### src/rtl/i2c_tgt_pkg.sv
package i2c_tgt_pkg;
   localparam int TGT_ADDR_W = 7;
   localparam int TGT_BYTE_W = 8;

   typedef enum logic [3:0] {
      ST_IDLE,
      ST_ADDR,
      ST_ADDR_END,
      ST_ADDR_ACK,
      ST_WR_DATA,
      ST_WR_END,
      ST_WR_ACK,
      ST_RD_DATA,
      ST_RD_ACK,
      ST_RD_MORE,
      ST_PARK
   } tgt_state_e;
endpackage

### src/rtl/i2c_tgt_sync.sv
module i2c_tgt_sync #(
   parameter int SYNC_STAGES = 2
) (
   input  logic clk,
   input  logic rst_n,
   input  logic scl_i,
   input  logic sda_i,
   output logic sda_s,
   output logic scl_rise,
   output logic scl_fall,
   output logic start_det,
   output logic stop_det
);
   generate
      if (SYNC_STAGES < 2) begin : g_bad_stages
         $error("i2c_tgt_sync: SYNC_STAGES must be at least 2");
      end
   endgenerate

   logic [SYNC_STAGES-1:0] scl_ff, sda_ff;
   logic scl_d, sda_d, scl_s;

   assign scl_s = scl_ff[SYNC_STAGES-1];
   assign sda_s = sda_ff[SYNC_STAGES-1];

   always_ff @(posedge clk or negedge rst_n) begin
      if (!rst_n) begin
         scl_ff <= '1;
         sda_ff <= '1;
         scl_d  <= 1'b1;
         sda_d  <= 1'b1;
      end else begin
         scl_ff <= {scl_ff[SYNC_STAGES-2:0], scl_i};
         sda_ff <= {sda_ff[SYNC_STAGES-2:0], sda_i};
         scl_d  <= scl_s;
         sda_d  <= sda_s;
      end
   end

   assign scl_rise  = scl_s & ~scl_d;
   assign scl_fall  = ~scl_s & scl_d;
   assign start_det = scl_s & scl_d & sda_d & ~sda_s;
   assign stop_det  = scl_s & scl_d & ~sda_d & sda_s;
endmodule

### src/rtl/i2c_tgt_engine.sv
module i2c_tgt_engine
   import i2c_tgt_pkg::*;
#(
   parameter int MEM_BYTES = 256,
   parameter int PTR_W     = 8
) (
   input  logic                  clk,
   input  logic                  rst_n,
   input  logic                  scl_rise,
   input  logic                  scl_fall,
   input  logic                  start_det,
   input  logic                  stop_det,
   input  logic                  sda_s,
   input  logic [TGT_ADDR_W-1:0] own_addr,
   input  logic [TGT_BYTE_W-1:0] rd_data,
   output logic [PTR_W-1:0]      ptr,
   output logic                  wr_en,
   output logic [TGT_BYTE_W-1:0] wr_data,
   output logic                  sda_oe
);
   localparam logic [PTR_W-1:0] PTR_LAST = PTR_W'(MEM_BYTES - 1);
   localparam bit               POW2     = (MEM_BYTES & (MEM_BYTES - 1)) == 0;

   tgt_state_e            state;
   logic [2:0]            cnt;
   logic [TGT_BYTE_W-1:0] shreg, txsh;
   logic                  pend, is_read;
   logic [PTR_W-1:0]      ptr_next, ptr_load;

   assign ptr_next = (ptr == PTR_LAST) ? '0 : ptr + 1'b1;

   generate
      if (POW2) begin : g_load_pow2
         assign ptr_load = shreg[PTR_W-1:0];
      end else begin : g_load_mod
         assign ptr_load = PTR_W'(32'(shreg) % MEM_BYTES);
      end
   endgenerate

   assign wr_data = shreg;
   assign wr_en   = (state == ST_WR_END) && scl_fall && !pend
                    && !start_det && !stop_det;

   always_ff @(posedge clk or negedge rst_n) begin
      if (!rst_n) begin
         state   <= ST_IDLE;
         cnt     <= '0;
         shreg   <= '0;
         txsh    <= '0;
         ptr     <= '0;
         pend    <= 1'b0;
         is_read <= 1'b0;
         sda_oe  <= 1'b0;
      end else if (start_det) begin
         state  <= ST_ADDR;
         cnt    <= '0;
         sda_oe <= 1'b0;
      end else if (stop_det) begin
         state  <= ST_IDLE;
         pend   <= 1'b0;
         sda_oe <= 1'b0;
      end else begin
         case (state)
            ST_ADDR, ST_WR_DATA: begin
               if (scl_rise) begin
                  shreg <= {shreg[TGT_BYTE_W-2:0], sda_s};
                  if (cnt == 3'd7) begin
                     cnt   <= '0;
                     state <= (state == ST_ADDR) ? ST_ADDR_END : ST_WR_END;
                  end else begin
                     cnt <= cnt + 3'd1;
                  end
               end
            end
            ST_ADDR_END: begin
               if (scl_fall) begin
                  if (shreg[TGT_BYTE_W-1:1] == own_addr) begin
                     sda_oe  <= 1'b1;
                     is_read <= shreg[0];
                     pend    <= ~shreg[0];
                     state   <= ST_ADDR_ACK;
                  end else begin
                     state <= ST_PARK;
                  end
               end
            end
            ST_ADDR_ACK, ST_RD_MORE: begin
               if (scl_fall) begin
                  if (state == ST_RD_MORE || is_read) begin
                     txsh   <= rd_data;
                     sda_oe <= ~rd_data[TGT_BYTE_W-1];
                     ptr    <= ptr_next;
                     cnt    <= '0;
                     state  <= ST_RD_DATA;
                  end else begin
                     sda_oe <= 1'b0;
                     state  <= ST_WR_DATA;
                  end
               end
            end
            ST_WR_END: begin
               if (scl_fall) begin
                  sda_oe <= 1'b1;
                  state  <= ST_WR_ACK;
                  if (pend) begin
                     ptr  <= ptr_load;
                     pend <= 1'b0;
                  end else begin
                     ptr <= ptr_next;
                  end
               end
            end
            ST_WR_ACK: begin
               if (scl_fall) begin
                  sda_oe <= 1'b0;
                  state  <= ST_WR_DATA;
               end
            end
            ST_RD_DATA: begin
               if (scl_fall) begin
                  if (cnt == 3'd7) begin
                     cnt    <= '0;
                     sda_oe <= 1'b0;
                     state  <= ST_RD_ACK;
                  end else begin
                     sda_oe <= ~txsh[TGT_BYTE_W-2];
                     txsh   <= {txsh[TGT_BYTE_W-2:0], 1'b0};
                     cnt    <= cnt + 3'd1;
                  end
               end
            end
            ST_RD_ACK: begin
               if (scl_rise) state <= sda_s ? ST_PARK : ST_RD_MORE;
            end
            default: ;
         endcase
      end
   end
endmodule

### src/rtl/i2c_tgt_store.sv
module i2c_tgt_store
   import i2c_tgt_pkg::*;
#(
   parameter int MEM_BYTES = 256,
   parameter int PTR_W     = 8
) (
   input  logic                  clk,
   input  logic                  rst_n,
   input  logic                  wr_en,
   input  logic [PTR_W-1:0]      addr,
   input  logic [TGT_BYTE_W-1:0] wr_data,
   input  logic [TGT_BYTE_W-1:0] watch_lo,
   input  logic [TGT_BYTE_W-1:0] watch_hi,
   output logic [TGT_BYTE_W-1:0] rd_data,
   output logic                  note_stb,
   output logic [TGT_BYTE_W-1:0] note_addr,
   output logic [TGT_BYTE_W-1:0] note_data
);
   logic [TGT_BYTE_W-1:0] mem [MEM_BYTES];
   logic [TGT_BYTE_W-1:0] addr_ext;
   logic                  in_win;

   assign addr_ext = TGT_BYTE_W'(addr);
   assign in_win   = (addr_ext >= watch_lo) && (addr_ext <= watch_hi);
   assign rd_data  = mem[addr];

   always_ff @(posedge clk or negedge rst_n) begin
      if (!rst_n) begin
         for (int i = 0; i < MEM_BYTES; i++) mem[i] <= '0;
      end else if (wr_en) begin
         mem[addr] <= wr_data;
      end
   end

   always_ff @(posedge clk or negedge rst_n) begin
      if (!rst_n) begin
         note_stb  <= 1'b0;
         note_addr <= '0;
         note_data <= '0;
      end else begin
         note_stb <= wr_en && in_win;
         if (wr_en && in_win) begin
            note_addr <= addr_ext;
            note_data <= wr_data;
         end
      end
   end
endmodule

### src/rtl/i2c_regfile_target.sv
module i2c_regfile_target
   import i2c_tgt_pkg::*;
#(
   parameter int MEM_BYTES   = 256,
   parameter int SYNC_STAGES = 2,
   localparam int PTR_W      = (MEM_BYTES > 1) ? $clog2(MEM_BYTES) : 1
) (
   input  logic       clk,
   input  logic       rst_n,
   input  logic       scl_i,
   input  logic       sda_i,
   output logic       sda_oe,
   input  logic [6:0] own_addr,
   input  logic [7:0] watch_lo,
   input  logic [7:0] watch_hi,
   output logic       note_stb,
   output logic [7:0] note_addr,
   output logic [7:0] note_data
);
   generate
      if (MEM_BYTES < 2 || MEM_BYTES > 256) begin : g_bad_size
         $error("i2c_regfile_target: MEM_BYTES must lie in 2..256");
      end
   endgenerate

   logic             sda_s, scl_rise, scl_fall, start_det, stop_det;
   logic             wr_en;
   logic [PTR_W-1:0] ptr;
   logic [7:0]       wr_data, rd_data;

   i2c_tgt_sync #(.SYNC_STAGES(SYNC_STAGES)) u_sync (
      .clk(clk), .rst_n(rst_n), .scl_i(scl_i), .sda_i(sda_i),
      .sda_s(sda_s), .scl_rise(scl_rise), .scl_fall(scl_fall),
      .start_det(start_det), .stop_det(stop_det)
   );

   i2c_tgt_engine #(.MEM_BYTES(MEM_BYTES), .PTR_W(PTR_W)) u_engine (
      .clk(clk), .rst_n(rst_n), .scl_rise(scl_rise), .scl_fall(scl_fall),
      .start_det(start_det), .stop_det(stop_det), .sda_s(sda_s),
      .own_addr(own_addr), .rd_data(rd_data), .ptr(ptr), .wr_en(wr_en),
      .wr_data(wr_data), .sda_oe(sda_oe)
   );

   i2c_tgt_store #(.MEM_BYTES(MEM_BYTES), .PTR_W(PTR_W)) u_store (
      .clk(clk), .rst_n(rst_n), .wr_en(wr_en), .addr(ptr), .wr_data(wr_data),
      .watch_lo(watch_lo), .watch_hi(watch_hi), .rd_data(rd_data),
      .note_stb(note_stb), .note_addr(note_addr), .note_data(note_data)
   );
endmodule

### config.mk
export PLATFORM = sky130hd
export DESIGN_NAME = i2c_regfile_target
export DESIGN_NICKNAME = d
export VERILOG_FILES = /design/src/rtl/i2c_tgt_pkg.sv /design/src/rtl/i2c_tgt_sync.sv /design/src/rtl/i2c_tgt_engine.sv /design/src/rtl/i2c_tgt_store.sv /design/src/rtl/i2c_regfile_target.sv
export SDC_FILE = /design/constraint.sdc
export NUM_CORES = 2
export LEC_CHECK = 0
export CAP_MARGIN = 20
export CORE_MARGIN = 3
export CORE_UTILIZATION = 55
export DETAILED_ROUTE_END_ITERATION = 8
export PLACE_DENSITY = 0.71
export RECOVER_POWER = 25
export SLEW_MARGIN = 20
export SYNTH_ARGS = -nofsm -noshare
export SYNTH_HDL_FRONTEND = slang
export SYNTH_SLANG_ARGS = --single-unit
### constraint.sdc
create_clock -name clk -period 4.3 [get_ports clk]
set_input_delay 0.43 -clock clk [delete_from_list [all_inputs] [get_ports clk]]
set_output_delay 0.43 -clock clk [all_outputs]
set_load 0.02 [all_outputs]
==> run summary <==
Violated checks -> capacitance limit, slew limit
Leading cell types by total area after synthesis -> dfrtp_1, mux2_2, mux4_2
CP max-delay cell -> a21oi_1
Final worst path period share -> 94.7%
Switching power of the nets -> 16.0 mW
Clock latency at the later pin of the worst-skew pair -> 870 ps
Vias in the first global route -> 59878
Number of endpoints with negative hold slack in the final report -> 0
List of cells traversed by the critical path -> buf_12 -> inv_1 -> buf_4 -> ha_1 -> nand2b_1 -> a21oi_1 -> buf_4 -> nor2b_1 -> o21ai_0 -> a21oi_1 -> o211ai_1 -> a221o_1 -> buf_4 -> mux2_2
Share of synthesized cell area in full adder, half adder and majority cells -> 0.285%
Main combinational cell family by area after synthesis -> multiplexers
Relative contribution of the clock network to total power -> 38.6%
Combinational share of power -> 20.8%
Arrival time of the worst setup path -> 4830 ps
HPWL after DPL -> 175 mm
Tightest Pin Transition -> 3030 ps
Port-buffer cells -> 44
Leakage component of the power -> 52.2 nW
Setup TNS -> 0 ps
Number of top-level pins -> 45
Run status -> finished with violations
Cell count after placement -> 8505
Total CTS buffers -> 215
Average size of a mapped cell -> 15.4 sq um
Library cell appearing most often on the critical path -> buf_4
TritonCTS clock tree -> built
Total placed instance area -> 101000 sq um
Number of cells in the finished layout apart from fillers -> 8911
Clock transition at the registers of the reported paths -> 60 ps
Area taken by multi-input logic gates -> 41700 sq um
Reg-to-Reg End -> u_store.note_data[5]
Share of the synthesized area in the top cell type -> 54.4%
Post-synth net total -> 6337
Internal power component -> 34.6 mW
Max H-tree Level -> 4
Share of synthesized flip-flops with an asynchronous set or reset -> 100%
GRT Overall Usage -> 30.5%
Launching point of the worst reg2reg path -> u_engine.ptr[0]
Ratio of cells with drive above 1 in the final layout -> 50.8%
Detailed-route wire length per cell -> 30.5 um
Global-route wire length before repair -> 409 mm
Time the final worst path needs with I/O delays and setup -> 4070 ps
Leading area contributor after synthesis -> dfrtp_1
Initial antenna violation count -> 7
Number of cells on the worst reg-to-reg path -> 14
Area share of and/or/nand/nor cells after synthesis -> 2.69%
Synthesized-area fraction occupied by ao, oa, aoi and oai cells -> 2.48%
Worst setup EP type -> flop
Remaining number of nets flagged by the antenna check after routing -> 0
RSZ-0062 raised after global routing -> no
Aggregate routed wire length -> 272 mm
Layout Nets -> 6450
Xor and xnor area share after synthesis -> 0.109%
Hold/Removal Path Class -> input port to async pin
Largest stage delay on the critical path -> 730 ps
Number of fill cells in the layout -> 12747
Core area -> 174000 sq um
Row cnt -> 153
Worst hold slack -> 141 ps
DRC viols -> 0
Number of DRC markers after the initial detailed-route iteration -> 5692
Largest clock skew in the final design -> 35.9 ps
Minimum setup slack among reg-to-reg paths -> 230 ps
Number of iterations in the first detailed-routing pass -> 6
Yosys reg bits -> 2104
Share of the yosys chip area belonging to registers -> 54.5%
Required time of the worst setup path -> 5060 ps
Final core utilization -> 62.2%
Number of distinct library cell variants in the gate-level netlist after synthesis -> 66
Beginning of the critical path -> u_engine.ptr[0]
End point of the critical path -> u_store.note_data[5]
Number of sinks driven by the clock tree -> 2104
Syn Std Cell Area -> 96600 sq um
Final Wtd Congestion -> 0.930
Die width -> 425 um
Prevailing post-synth register cell -> dfrtp_1
Sequential power share -> 40.5%
Largest fanout of any net on the critical path -> 38
Total power per unit cell area -> 467 nW/um^2
Area occupied by registers -> 52700 sq um
Buffer depth of the longest clock path -> 3
Gate count of the mapped netlist -> 6288
EDFF count, synth -> 0
Number of warnings printed during yosys synthesis -> 0
Clock root buffer master -> clkbuf_16
Area Growth Syn to Fin -> 12.2%
Mux cell area share after synthesis -> 37.5%
Effective utilization at floorplan -> 55.4%
Final count of negative-setup-slack endpoints -> 0
Die height -> 425 um
Startpoint-to-endpoint class of the critical path -> flop to flop
Headroom to the max-slew limit -> -102%
Grt ovf -> 0
Non-Filler Cell Area, Final -> 108000 sq um
Via count -> 58434
Average via count per standard cell -> 6.56
Switching share of power -> 31.6%
Peak Freq -> 0.246 GHz
Max VDD drop -> 0.706 mV
Maximum number of pins on one net before global-route repair -> 203
Kind of start point of the critical path -> flop
Number of max-cap violations -> 12
Die Outline Area -> 181000 sq um
Final count of pins violating max slew -> 819
==> registers in the layout, indices dropped and copies added (netlist names), 2 cells and up <==
name,count
u_engine.cnt,3
u_store.note_addr,8
u_sync.scl_ff,2
u_engine.txsh,7
u_store.note_data,8
u_store.mem,2048
u_engine.state,4
u_sync.sda_ff,2
u_engine.wr_data,8
u_engine.ptr,8
==> worst min-delay path by stage <==
| stage | startpoint | end | slack [ps] | cells after the start |
|---|---|---|---|---|
| 3_3_place_gp | u_sync.scl_ff[0] | u_sync.scl_ff[1] | 350 | 0 |
| 4_1_cts | rst_n | u_store.mem[2032] | 190 | 2 |
| 2_1_floorplan | rst_n | u_engine.cnt[0] | 130 | 0 |
| 3_5_place_dp | u_sync.scl_ff[0] | u_sync.scl_ff[1] | 350 | 0 |
| 6_report | rst_n | u_store.mem[2032] | 140 | 2 |
| 5_1_grt | rst_n | u_store.mem[2032] | 180 | 2 |
==> critical path: cells and delay by family, from the launching register on <==
kind	cells	cell delay, ps
compound gates	5	1310
fa+ha+maj	1	290
buf+inv	5	1150
flops	1	610
mux	1	380
simple gates	2	180
==> through the flow <==
stage | worst slack [ps] | power, mW
floorplan | 403 | 27.2
global placement | 260 | 31.2
detailed placement | 243 | 31.3
CTS | 239 | 50.8
global route | 32.3 | 52.2
finish | 227 | 50.6
==> synthesized netlist by cell type (all sizes together), types with 3 or more instances <==
library cell / count
mux4: 511
nand3: 42
nand2: 275
nor4: 9
a2111oi: 5
o32ai: 3
nor3b: 3
nor2: 137
or4: 3
o211ai: 3
clkbuf: 321
nand4: 10
o221ai: 3
a21o: 4
xor2: 3
nor2b: 23
inv: 25
xnor2: 9
a31oi: 13
or2: 3
a221oi: 23
a32oi: 6
or3: 6
o2111ai: 4
and2: 9
ha: 22
a22oi: 82
a211oi: 18
o22ai: 17
nor3: 29
and3: 11
a22o: 20
mux2: 2078
a21oi: 66
o31ai: 7
buf: 156
dfrtp: 2098
mux2i: 135
o21ai: 55
dfstp: 6
nand2b: 12
==> layer usage <==
layer / vias to the layer above / wire length, um / GRT usage, %
li1: 23756 / - / -
met1: 31741 / 112000 / 43.0
met2: 2290 / 125000 / 45.8
met3: 641 / 21900 / 6.98
met4: 6 / 13100 / 13.1
met5: - / 36 / 0
==> logic make-up (layout without fill, tap and decap cells) <==
logic type / Yosys count / after routing
buf+inv: 502 / 797
flops: 2104 / 2104
simple gates: 575 / 575
xor+xnor: 12 / 12
compound gates: 349 / 349
fa+ha+maj: 22 / 22
other cells: 0 / 3
mux: 2724 / 2724
==> placed cells by master (no fill, tap or decap), drive strengths merged, types with 9 or more instances in the layout <==
master,instances
nand2b,12
xnor2,9
clkbuf,337
mux4,511
and3,11
buf,300
a22o,20
bufinv,19
mux2i,135
nor4,9
nor3,29
o22ai,17
ha,22
mux2,2078
a21oi,66
nor2b,23
nand2,275
nand4,10
nand3,42
o21ai,55
a211oi,18
clkinv,60
a22oi,82
inv,28
nor2,137
dfrtp,2098
and2,9
clkdlybuf4s50,41
a31oi,13
a221oi,23
==> final cells by class <==
| type | count | share of cell area [%] |
|---|---|---|
| Antenna cell | 3 | 0.00693 |
| Tap cell | 2325 | 2.68 |
| Clock inverter | 87 | 1.14 |
| Clock buffer | 312 | 5.81 |
| Timing Repair Buffer | 373 | 3.10 |
| Multi-Input combinational cell | 3682 | 38.5 |
| Sequential cell | 2104 | 48.6 |
| Inverter | 25 | 0.0912 |
==> power groups by stage <==
stage          clock network [mW]  logic [mW]  registers (mW)
3_5_place_dp                    0        10.4            21.0
5_1_grt                      20.6        11.1            20.5
3_3_place_gp                    0        10.3            20.9
4_1_cts                      19.8        10.4            20.6
2_1_floorplan                   0        6.80            20.4
6_report                     19.6        10.6            20.5
==> repair_timing <==
action	in CTS	in global routing
hold buffers	3	0
setup buffers	0	0
hold endpoints to repair	81	0
gates resized for setup	0	0
Note: power is estimated with default switching activity, not from simulation.
